===== src/rtl/jsl_pkg.sv =====
// Shared types for the jump and subroutine linkage unit.
// Assumes the fixed 16-bit instruction format with 3-bit register fields.
package jsl_pkg;

    localparam int INSTR_W = 16;
    localparam int REG_AW  = 3;

    typedef enum logic [1:0] {
        OP_NONE,
        OP_JMP,
        OP_JSR,
        OP_RTS
    } op_kind_t;

    typedef enum logic [3:0] {
        ST_IDLE,
        ST_TRAP,
        ST_JMP,
        ST_JS_LATCH,
        ST_JS_SPDEC,
        ST_JS_PUSH,
        ST_JS_LINK,
        ST_JS_PC,
        ST_RT_POP,
        ST_RT_SPINC,
        ST_RT_PC,
        ST_RT_LINK,
        ST_DONE
    } seq_state_t;

endpackage


===== src/rtl/jsl_decode.sv =====
// Instruction matcher: classifies a word as jump, call, return or other,
// and extracts the link register and whether a jump names a register.
// Assumes a 16-bit word; purely combinational.
module jsl_decode
    import jsl_pkg::*;
(
    input  logic [INSTR_W-1:0] instr,
    output op_kind_t           kind,
    output logic               reg_mode,
    output logic [REG_AW-1:0]  link_idx
);

    logic is_jmp;
    logic is_jsr;
    logic is_rts;

    // Match the three opcode patterns on their fixed bits.
    always_comb begin
        is_jmp = (instr[15:6] == 10'b0000000001);
        is_jsr = (instr[15:9] == 7'b0000100);
        is_rts = (instr[15:3] == 13'b0000000010000);
    end

    // Select the kind and pick the link field from its position.
    always_comb begin
        kind     = OP_NONE;
        link_idx = '0;
        if (is_jmp) begin
            kind = OP_JMP;
        end else if (is_jsr) begin
            kind     = OP_JSR;
            link_idx = instr[8:6];
        end else if (is_rts) begin
            kind     = OP_RTS;
            link_idx = instr[2:0];
        end
    end

    // Destination mode 0 means a register target.
    always_comb reg_mode = (instr[5:3] == 3'b000);

endmodule


===== src/rtl/jsl_stack_step.sv =====
// Stack pointer arithmetic: next value for a push and for a pop.
// Assumes word-sized stack entries of STEP bytes; wraps modulo 2**DATA_W.
module jsl_stack_step #(
    parameter int DATA_W = 16,
    parameter int STEP   = 2
) (
    input  logic [DATA_W-1:0] sp,
    output logic [DATA_W-1:0] sp_push,
    output logic [DATA_W-1:0] sp_pop
);

    localparam logic [DATA_W-1:0] STEP_V = DATA_W'(STEP);

    // Pre-decrement for a push, post-increment for a pop.
    always_comb begin
        sp_push = sp - STEP_V;
        sp_pop  = sp + STEP_V;
    end

endmodule


===== src/rtl/jsl_seq.sv =====
// Sequencer: steps one instruction through its register writes and
// stack memory cycles, then pulses done. Assumes a combinational
// register read port and a memory that may acknowledge in the request cycle.
module jsl_seq
    import jsl_pkg::*;
#(
    parameter int DATA_W   = 16,
    parameter int SP_IDX   = 6,
    parameter int PC_IDX   = 7,
    parameter int TRAP_VEC = 8
) (
    input  logic              clk,
    input  logic              rst_n,
    input  logic              start,
    input  op_kind_t          kind,
    input  logic              reg_mode,
    input  logic [REG_AW-1:0] link_idx,
    input  logic [DATA_W-1:0] dest_addr,
    input  logic [DATA_W-1:0] rf_rd_data,
    input  logic [DATA_W-1:0] sp_push,
    input  logic [DATA_W-1:0] sp_pop,
    input  logic [DATA_W-1:0] mem_rdata,
    input  logic              mem_ack,
    output logic              busy,
    output logic              done,
    output logic [REG_AW-1:0] rf_rd_idx,
    output logic              rf_we,
    output logic [REG_AW-1:0] rf_wr_idx,
    output logic [DATA_W-1:0] rf_wr_data,
    output logic              mem_req,
    output logic              mem_we,
    output logic [DATA_W-1:0] mem_addr,
    output logic [DATA_W-1:0] mem_wdata,
    output logic              trap_req,
    output logic [DATA_W-1:0] trap_vector
);

    localparam logic [REG_AW-1:0] SP_R = REG_AW'(SP_IDX);
    localparam logic [REG_AW-1:0] PC_R = REG_AW'(PC_IDX);

    seq_state_t        state_q, state_d;
    logic [REG_AW-1:0] link_q;
    logic [DATA_W-1:0] dest_q;
    logic [DATA_W-1:0] hold_q;
    logic [DATA_W-1:0] push_addr_q;

    // Choose the start state from the decoded instruction.
    function automatic seq_state_t entry_state(input op_kind_t k, input logic rm);
        case (k)
            OP_JMP:  return rm ? ST_TRAP : ST_JMP;
            OP_JSR:  return ST_JS_LATCH;
            OP_RTS:  return ST_RT_POP;
            default: return ST_DONE;
        endcase
    endfunction

    // Next state and all outputs for the current step.
    always_comb begin
        state_d     = state_q;
        rf_rd_idx   = SP_R;
        rf_we       = 1'b0;
        rf_wr_idx   = SP_R;
        rf_wr_data  = '0;
        mem_req     = 1'b0;
        mem_we      = 1'b0;
        mem_addr    = '0;
        mem_wdata   = '0;
        trap_req    = 1'b0;
        done        = 1'b0;
        case (state_q)
            ST_IDLE: begin
                if (start) state_d = entry_state(kind, reg_mode);
            end
            ST_TRAP: begin
                trap_req = 1'b1;
                state_d  = ST_DONE;
            end
            ST_JMP: begin
                rf_we      = 1'b1;
                rf_wr_idx  = PC_R;
                rf_wr_data = dest_q;
                state_d    = ST_DONE;
            end
            ST_JS_LATCH: begin
                rf_rd_idx = link_q;
                state_d   = ST_JS_SPDEC;
            end
            ST_JS_SPDEC: begin
                rf_rd_idx  = SP_R;
                rf_we      = 1'b1;
                rf_wr_idx  = SP_R;
                rf_wr_data = sp_push;
                state_d    = ST_JS_PUSH;
            end
            ST_JS_PUSH: begin
                mem_req   = 1'b1;
                mem_we    = 1'b1;
                mem_addr  = push_addr_q;
                mem_wdata = hold_q;
                if (mem_ack) state_d = ST_JS_LINK;
            end
            ST_JS_LINK: begin
                rf_rd_idx  = PC_R;
                rf_we      = 1'b1;
                rf_wr_idx  = link_q;
                rf_wr_data = rf_rd_data;
                state_d    = ST_JS_PC;
            end
            ST_JS_PC: begin
                rf_we      = 1'b1;
                rf_wr_idx  = PC_R;
                rf_wr_data = dest_q;
                state_d    = ST_DONE;
            end
            ST_RT_POP: begin
                rf_rd_idx = SP_R;
                mem_req   = 1'b1;
                mem_addr  = rf_rd_data;
                if (mem_ack) state_d = ST_RT_SPINC;
            end
            ST_RT_SPINC: begin
                rf_rd_idx  = SP_R;
                rf_we      = 1'b1;
                rf_wr_idx  = SP_R;
                rf_wr_data = sp_pop;
                state_d    = ST_RT_PC;
            end
            ST_RT_PC: begin
                rf_rd_idx  = link_q;
                rf_we      = 1'b1;
                rf_wr_idx  = PC_R;
                rf_wr_data = rf_rd_data;
                state_d    = ST_RT_LINK;
            end
            ST_RT_LINK: begin
                rf_we      = 1'b1;
                rf_wr_idx  = link_q;
                rf_wr_data = hold_q;
                state_d    = ST_DONE;
            end
            ST_DONE: begin
                done    = 1'b1;
                state_d = ST_IDLE;
            end
            default: state_d = ST_IDLE;
        endcase
    end

    // Busy flag and the vector shown alongside a trap request.
    always_comb begin
        busy        = (state_q != ST_IDLE);
        trap_vector = trap_req ? DATA_W'(TRAP_VEC) : '0;
    end

    // State register.
    always_ff @(posedge clk) begin
        if (!rst_n) state_q <= ST_IDLE;
        else        state_q <= state_d;
    end

    // Capture operands on acceptance, link value or popped word, push address.
    always_ff @(posedge clk) begin
        if (!rst_n) begin
            link_q      <= '0;
            dest_q      <= '0;
            hold_q      <= '0;
            push_addr_q <= '0;
        end else begin
            if (state_q == ST_IDLE && start) begin
                link_q <= link_idx;
                dest_q <= dest_addr;
            end
            if (state_q == ST_JS_LATCH)              hold_q      <= rf_rd_data;
            if (state_q == ST_RT_POP && mem_ack)     hold_q      <= mem_rdata;
            if (state_q == ST_JS_SPDEC)              push_addr_q <= sp_push;
        end
    end

endmodule


===== src/rtl/jsl_unit.sv =====
// Top of the jump and subroutine linkage unit: decoder, stack arithmetic
// and sequencer. Assumes R6 is the stack pointer and R7 the PC, and that
// the destination address is already resolved when start is presented.
module jsl_unit
    import jsl_pkg::*;
#(
    parameter int DATA_W     = 16,
    parameter int SP_IDX     = 6,
    parameter int PC_IDX     = 7,
    parameter int STACK_STEP = 2,
    parameter int TRAP_VEC   = 8
) (
    input  logic               clk,
    input  logic               rst_n,
    input  logic               start,
    input  logic [INSTR_W-1:0] instr,
    input  logic [DATA_W-1:0]  dest_addr,
    output logic               busy,
    output logic               done,
    output logic [REG_AW-1:0]  rf_rd_idx,
    input  logic [DATA_W-1:0]  rf_rd_data,
    output logic               rf_we,
    output logic [REG_AW-1:0]  rf_wr_idx,
    output logic [DATA_W-1:0]  rf_wr_data,
    output logic               mem_req,
    output logic               mem_we,
    output logic [DATA_W-1:0]  mem_addr,
    output logic [DATA_W-1:0]  mem_wdata,
    input  logic [DATA_W-1:0]  mem_rdata,
    input  logic               mem_ack,
    output logic               trap_req,
    output logic [DATA_W-1:0]  trap_vector
);

    op_kind_t          kind;
    logic              reg_mode;
    logic [REG_AW-1:0] link_idx;
    logic [DATA_W-1:0] sp_push;
    logic [DATA_W-1:0] sp_pop;

    jsl_decode u_dec (
        .instr    (instr),
        .kind     (kind),
        .reg_mode (reg_mode),
        .link_idx (link_idx)
    );

    jsl_stack_step #(.DATA_W(DATA_W), .STEP(STACK_STEP)) u_step (
        .sp      (rf_rd_data),
        .sp_push (sp_push),
        .sp_pop  (sp_pop)
    );

    jsl_seq #(
        .DATA_W   (DATA_W),
        .SP_IDX   (SP_IDX),
        .PC_IDX   (PC_IDX),
        .TRAP_VEC (TRAP_VEC)
    ) u_seq (
        .clk         (clk),
        .rst_n       (rst_n),
        .start       (start),
        .kind        (kind),
        .reg_mode    (reg_mode),
        .link_idx    (link_idx),
        .dest_addr   (dest_addr),
        .rf_rd_data  (rf_rd_data),
        .sp_push     (sp_push),
        .sp_pop      (sp_pop),
        .mem_rdata   (mem_rdata),
        .mem_ack     (mem_ack),
        .busy        (busy),
        .done        (done),
        .rf_rd_idx   (rf_rd_idx),
        .rf_we       (rf_we),
        .rf_wr_idx   (rf_wr_idx),
        .rf_wr_data  (rf_wr_data),
        .mem_req     (mem_req),
        .mem_we      (mem_we),
        .mem_addr    (mem_addr),
        .mem_wdata   (mem_wdata),
        .trap_req    (trap_req),
        .trap_vector (trap_vector)
    );

endmodule


===== config.mk =====
export PLATFORM = sky130hd
export DESIGN_NAME = jsl_unit
export DESIGN_NICKNAME = d
export VERILOG_FILES = /design/src/rtl/jsl_pkg.sv /design/src/rtl/jsl_decode.sv /design/src/rtl/jsl_stack_step.sv /design/src/rtl/jsl_seq.sv /design/src/rtl/jsl_unit.sv
export SDC_FILE = /design/constraint.sdc
export NUM_CORES = 1
export LEC_CHECK = 0
export ABC_CLOCK_PERIOD_IN_PS = 2400
export BUFFER_PORTS_ARGS = -buffer_cell sky130_fd_sc_hd__buf_2
export CELL_PAD_IN_SITES_DETAIL_PLACEMENT = 0
export CELL_PAD_IN_SITES_GLOBAL_PLACEMENT = 1
export CORE_MARGIN = 1
export CORE_UTILIZATION = 33
export CTS_BUF_LIST = sky130_fd_sc_hd__clkbuf_8
export CTS_CLUSTER_SIZE = 12
export DETAILED_ROUTE_END_ITERATION = 7
export GPL_TIMING_DRIVEN = 0
export PLACE_DENSITY_LB_ADDON = 0.1
export SLEW_MARGIN = 20
export SYNTH_ARGS = -nofsm -noshare
export SYNTH_HDL_FRONTEND = slang
export SYNTH_SLANG_ARGS = --single-unit
export TNS_END_PERCENT = 5

===== constraint.sdc =====
create_clock -name clk -period 2.4 [get_ports clk]
set_clock_uncertainty 0.05 [all_clocks]
set_input_delay 0.36 -clock clk [delete_from_list [all_inputs] [get_ports clk]]
set_output_delay 0.36 -clock clk [all_outputs]
set_load 0.05 [all_outputs]

After elaboration in Yosys (flattened, before gate mapping). Index checks and enable logic that the tools add are counted.

Register bits after elaboration: 55. Latch bits: 0. Memory bits (writable): 0. ROM bits: 0. Input bits: 68. Memories: 0.

$add $sub $neg: 2. Multipliers: 0. Div/mod/pow operators: 0. Order comparisons: 0. Equality and inequality tests: 21. Shifts and indexed selects: 0. Mux-type cells: 25. Bitwise operators: 0. Reduce and logical (&&, ||, !) cells: 15.

Operator list (count): case mux 16 bit (5 select lines) (1); 2-to-1 mux 16 bit (3); case mux 4 bit (9 select lines) (1); case mux 16 bit (2 select lines) (1); == test 4 bit, second input constant (5); adder 16 x 2 -> 16 bit, second input constant (1); == test 4 x 3 -> 1 bit, second input constant (4); 2-to-1 mux 4 bit (4); subtractor 16 x 2 -> 16 bit, second input constant (1); == test 13 x 5 -> 1 bit, second input constant (1); case mux 3 bit (2 select lines) (2); case mux 4 bit (3 select lines) (1); == test 10 x 1 -> 1 bit, second input constant (1); OR reduction 2 bit (5); 2-to-1 mux 3 bit (3); == test 4 x 2 -> 1 bit, second input constant (2); 2-to-1 mux 2 bit (4); == test 7 x 3 -> 1 bit, second input constant (1); OR reduction 7 bit (1); != test 2 bit, second input constant (3); 2-to-1 mux 1 bit (5); == test 2 bit, second input constant (2); == test 4 x 1 -> 1 bit, second input constant (1); zero test 4 bit (1); other kinds (8) (9).

Longest topological paths before layout.
Depth after elaboration: 8. Gate-level depth with buffers: 9. Depth with buffers taken out: 9.

Cells and area by module. A second synthesis with hierarchy kept.

Cells, all modules: 551. Area, all modules: 4468.0 um^2.

Modules (own cells, without submodules): jsl_seq (instances 1, cells an instance 451, area each 3758.6 um^2); jsl_stack_step (instances 1, cells an instance 81, area each 568.0 um^2); jsl_decode (instances 1, cells an instance 19, area each 141.4 um^2).

Worst setup path after synthesis. No wires, ideal clock.

Kind: input -> output. Start point: input port rf_rd_data[1]. End point: output port rf_wr_data[9]. Arrival: 2620 ps. Setup slack: -630 ps. Stages on the path: 8. Path through: buf_2 inv_1 ha_1 nor3b_2 nand3_1 o22ai_1 nor2_1 o21ai_0.

Word-level cells in the longest chain between the ends: 2. Elaborated cells between the ends (all ways): 3. Those cells by class: add/sub: 2; mux: 1.

Ends and longest elaborated chain: start: declaration (RTL line jsl_unit.sv:21) `input logic [DATA_W-1:0] rf_rd_data,`; adder 16 x 2 -> 16 bit or subtractor 16 x 2 -> 16 bit (tied branches) (RTL line jsl_stack_step.sv:17, jsl_stack_step.sv:16); case mux 16 bit (5 select lines) * (RTL line jsl_seq.sv:70) `case (state_q)`; end: declaration (RTL line jsl_unit.sv:24) `output logic [DATA_W-1:0] rf_wr_data,`.

Mark *: on every way between the ends. The rest lies on a longest branch, timed or not.

Final worst setup path.
Start point: register u_seq.state_q[0]. End point: output port rf_wr_data[4].

Word-level cells in the longest chain between the ends: 3. Elaborated cells between the ends (all ways): 10. Those cells by class: eq/ne: 7; mux: 1; reduce/logical: 2.

Ends and longest elaborated chain: start: declaration (RTL line jsl_seq.sv:41) `seq_state_t state_q, state_d;`; start signal: assignment (RTL line jsl_seq.sv:158) `else state_q <= state_d;`; == test 4 x 3 -> 1 bit (tied with other cells) (RTL line jsl_seq.sv:70); OR reduction 2 bit (no source line); case mux 16 bit (5 select lines) * (RTL line jsl_seq.sv:70).

Marked as above.

==> run summary <==
Min-Delay Path Depth: 3
RR Endpoint: u_seq.hold_q[5]$_SDFFE_PN0P_
Final nets: 782
antenna violations before repair: 0
CP max stage delay: 0.39 ns
CTS tree: built
status: complete, but fails checks
gate count of the mapped netlist: 540
Slew Limit Fails: 0
final instance area: 5900 sq um
area grow syn2layout: 46.1%
Synth area leader: dfxtp_1
fin crit share: 1.05
CP Cell Sequence: buf_12 > buf_4 > nand4bb_4 > clkbuf_8 > nor2_1 > a211oi_2 > a21oi_1 > a221o_1 > buf_6
worst skew pair latency: 0.32 ns
Post-Route WL: 16.5 mm
number of synthesized flops with an enable pin: 0
top sig layer: met4
Initial Utilization: 0.338
wire per inst: 19.2 um
metal2 WL: 7.51 mm
Total GRT Usage: 0.257
CP max-delay cell: dfxtp_4
Synth async-reset ratio: 0
Antenna diodes: 0
peak supply drop: 0.000327 V
Die Y: 113 um
die area: 12700 sq um
leak pwr: 2.42 nW
DRT Pass-1 Iters: 6
HPWL after DPL: 12.1 mm
Fill cells: 1247
origin of the critical flop-to-flop path: u_seq.state_q[2]$_SDFFE_PN0P_
count leader, synth: nand2_1
worst-path fanout max: 10
Core Footprint: 12000 sq um
DR vias: 4696
clk sink count: 55
PD cells: 983 nW/um^2
CTS H-tree lvls: 2
top post-synthesis cells by area: dfxtp_1 27%, nand2_1 5.6%, nor2_1 5.5%, a211oi_1 5.2%, mux2i_1 4.7%
FF-to-FF path depth: 9
worst setup margin: -0.113 ns
hold endpoint: u_seq.dest_q[8]$_SDFFE_PN0P_
die width: 113 um
largest net degree at the start of global routing: 21
Total Power: 5.80 mW
Routed Antenna Nets: 0
worst endpoint required time: 1.99 ns
main flop type after synthesis: dfxtp_1
Max-Cap Viols: 0
minimum clock period after layout: 2.51 ns
clock slew at reported path FFs: 0.12 ns
DP Area: 4890 sq um
FF/Latch Area: 1110 sq um
failing checks: negative setup slack
initial drt markers: 414
most frequent cells after synthesis: 60 x nand2_1, 59 x nor2_1, 55 x dfxtp_1, 37 x a21oi_1, 37 x clkbuf_1
met3 WL: 1.20 mm
row count: 40
Max Clk Rate: 0.398 GHz
final setup vio count: 12
vias in the first global route: 4412
I/O Pins: 144
Hold WC Path Type: in2reg
RSZ-0062 raised after global routing: yes
FF+latch count, synth: 55
Critical Path AT: 2.10 ns
M1 WL: 7.44 mm
routed vias/inst: 5.47
share of cells above drive strength 1: 0.372
Rel. slew slack: 0.448
Syn Area/Cell: 7.48 sq um
routability cong.: 0.874
clock tree buffer depth: 2
kind of critical path: reg2out
worst slew pin tran: 0.828 ns
Synth top area share: 0.273
mapped cell area: 4040 sq um
endpoint type of the worst setup path: primary output
CTS Buf Count: 5
library cells used by synthesis: 62
first-pass GRT wire length: 24.9 mm
r2r setup slk: 0.22 ns
kind of start point of the critical path: flip-flop
sequential fraction of the synthesis area: 0.273
port bufs: 119
final count of hold timing violations: 0
hold wc startpoint: dest_addr[8]
multi-input logic area: 2870 sq um
global route total overflow: 0
DRC: 0
Ys Warns: 0
root cell of the clock tree: clkbuf_8
-- sequential cells by signal, indices dropped and copies added, names as in the netlist --
signal and flops:
u_seq.push_addr_q 16, u_seq.link_q 3, u_seq.hold_q 16, u_seq.dest_q 16
u_seq.state_q 4
-- final cells by class --
cell class,instances,share of cell area
tap,147,0.0312
timing repair buffer,155,0.189
multi-input combinational,420,0.486
clock buffer,5,0.0117
sequential,55,0.188
buffer,64,0.0829
clock inverter,3,0.00487
inverter,10,0.00678
-- how the worst max path moves through the flow --
stage | to | slack (ns) | startpoint | depth (start not counted)
after floorplan | rf_wr_data[15] | -0.36 | rf_rd_data[1] | 8
after global placement | rf_wr_data[7] | -0.74 | rf_rd_data[1] | 10
after detailed placement | rf_wr_data[7] | -0.73 | rf_rd_data[1] | 10
after CTS | rf_wr_data[12] | -0.11 | u_seq.state_q[0]$_SDFFE_PN0P_ | 7
after global routing | rf_wr_data[4] | -0.16 | u_seq.state_q[2]$_SDFFE_PN0P_ | 9
final | rf_wr_data[4] | -0.11 | u_seq.state_q[0]$_SDFFE_PN0P_ | 9
-- stage by stage --
stage               hold slack, ns  setup slack (ns)   util  cells  TNS (ns)
detailed placement           0.398            -0.728  0.409    820    -17.53
global route                 0.202            -0.163  0.494    859     -1.99
finish                       0.205            -0.113  0.494    859    -0.587
global placement             0.394            -0.741  0.409    820    -16.83
CTS                          0.190            -0.109  0.481    853     -1.04
floorplan                    0.386            -0.361      -    554     -2.33
-- power by group --
| part | switching [mW] | internal [mW] | leakage (nW) |
|---|---|---|---|
| combinational | 2.40 | 1.44 | 1.92 |
| sequential | 0.189 | 1.18 | 0.451 |
| clock | 0.371 | 0.222 | 0.0511 |
-- timing repair --
action / CTS / global route
setup endpoints to repair: 67 / 54
pin swaps: 21 / 15
buffers inserted: 26 / 7
hold buffers: 0 / 0
cloned: 2 / 1
gates resized for setup: 161 / 42
-- cell usage in the layout (no fill, tap or decap), types with 12 or more instances in the layout --
master	netlist	layout
a211oi_1	28	27
nor2_1	59	54
o21ai_0	16	12
buf_4	18	54
clkbuf_1	37	15
a21oi_1	37	37
and2_1	18	17
a22o_1	20	20
buf_6	2	39
mux2i_1	19	19
dfxtp_1	55	51
buf_2	10	87
conb_1	1	15
nand2_1	60	58
-- layer usage --
metal | vias to the layer above | global-route usage
met5 | - | 0
met1 | 2175 | 0.351
met4 | 0 | 0.0676
li1 | 2267 | -
met2 | 229 | 0.422
met3 | 25 | 0.0394
-- cell families after synthesis --
| family | count (synthesis) | synth area share |
|---|---|---|
| and+or+nand+nor | 209 | 0.264 |
| AOI/OAI and AO/OA | 157 | 0.273 |
| buffers and inverters | 79 | 0.0969 |
| DFF | 55 | 0.273 |
| muxes | 19 | 0.0471 |
| xor gates and xnor gates | 17 | 0.0369 |
| adders and majority gates | 3 | 0.00929 |
| other | 1 | 0.000928 |
-- worst max-delay path: cells and delay by family, from the launching register on --
| kind | cells | cell delay (ns) |
|---|---|---|
| AOI/OAI and AO/OA | 3 | 0.60 |
| and+or+nand+nor | 2 | 0.17 |
| DFF | 1 | 0.39 |
| buffers and inverters | 4 | 0.62 |
Power figures use the tool's default switching activity.
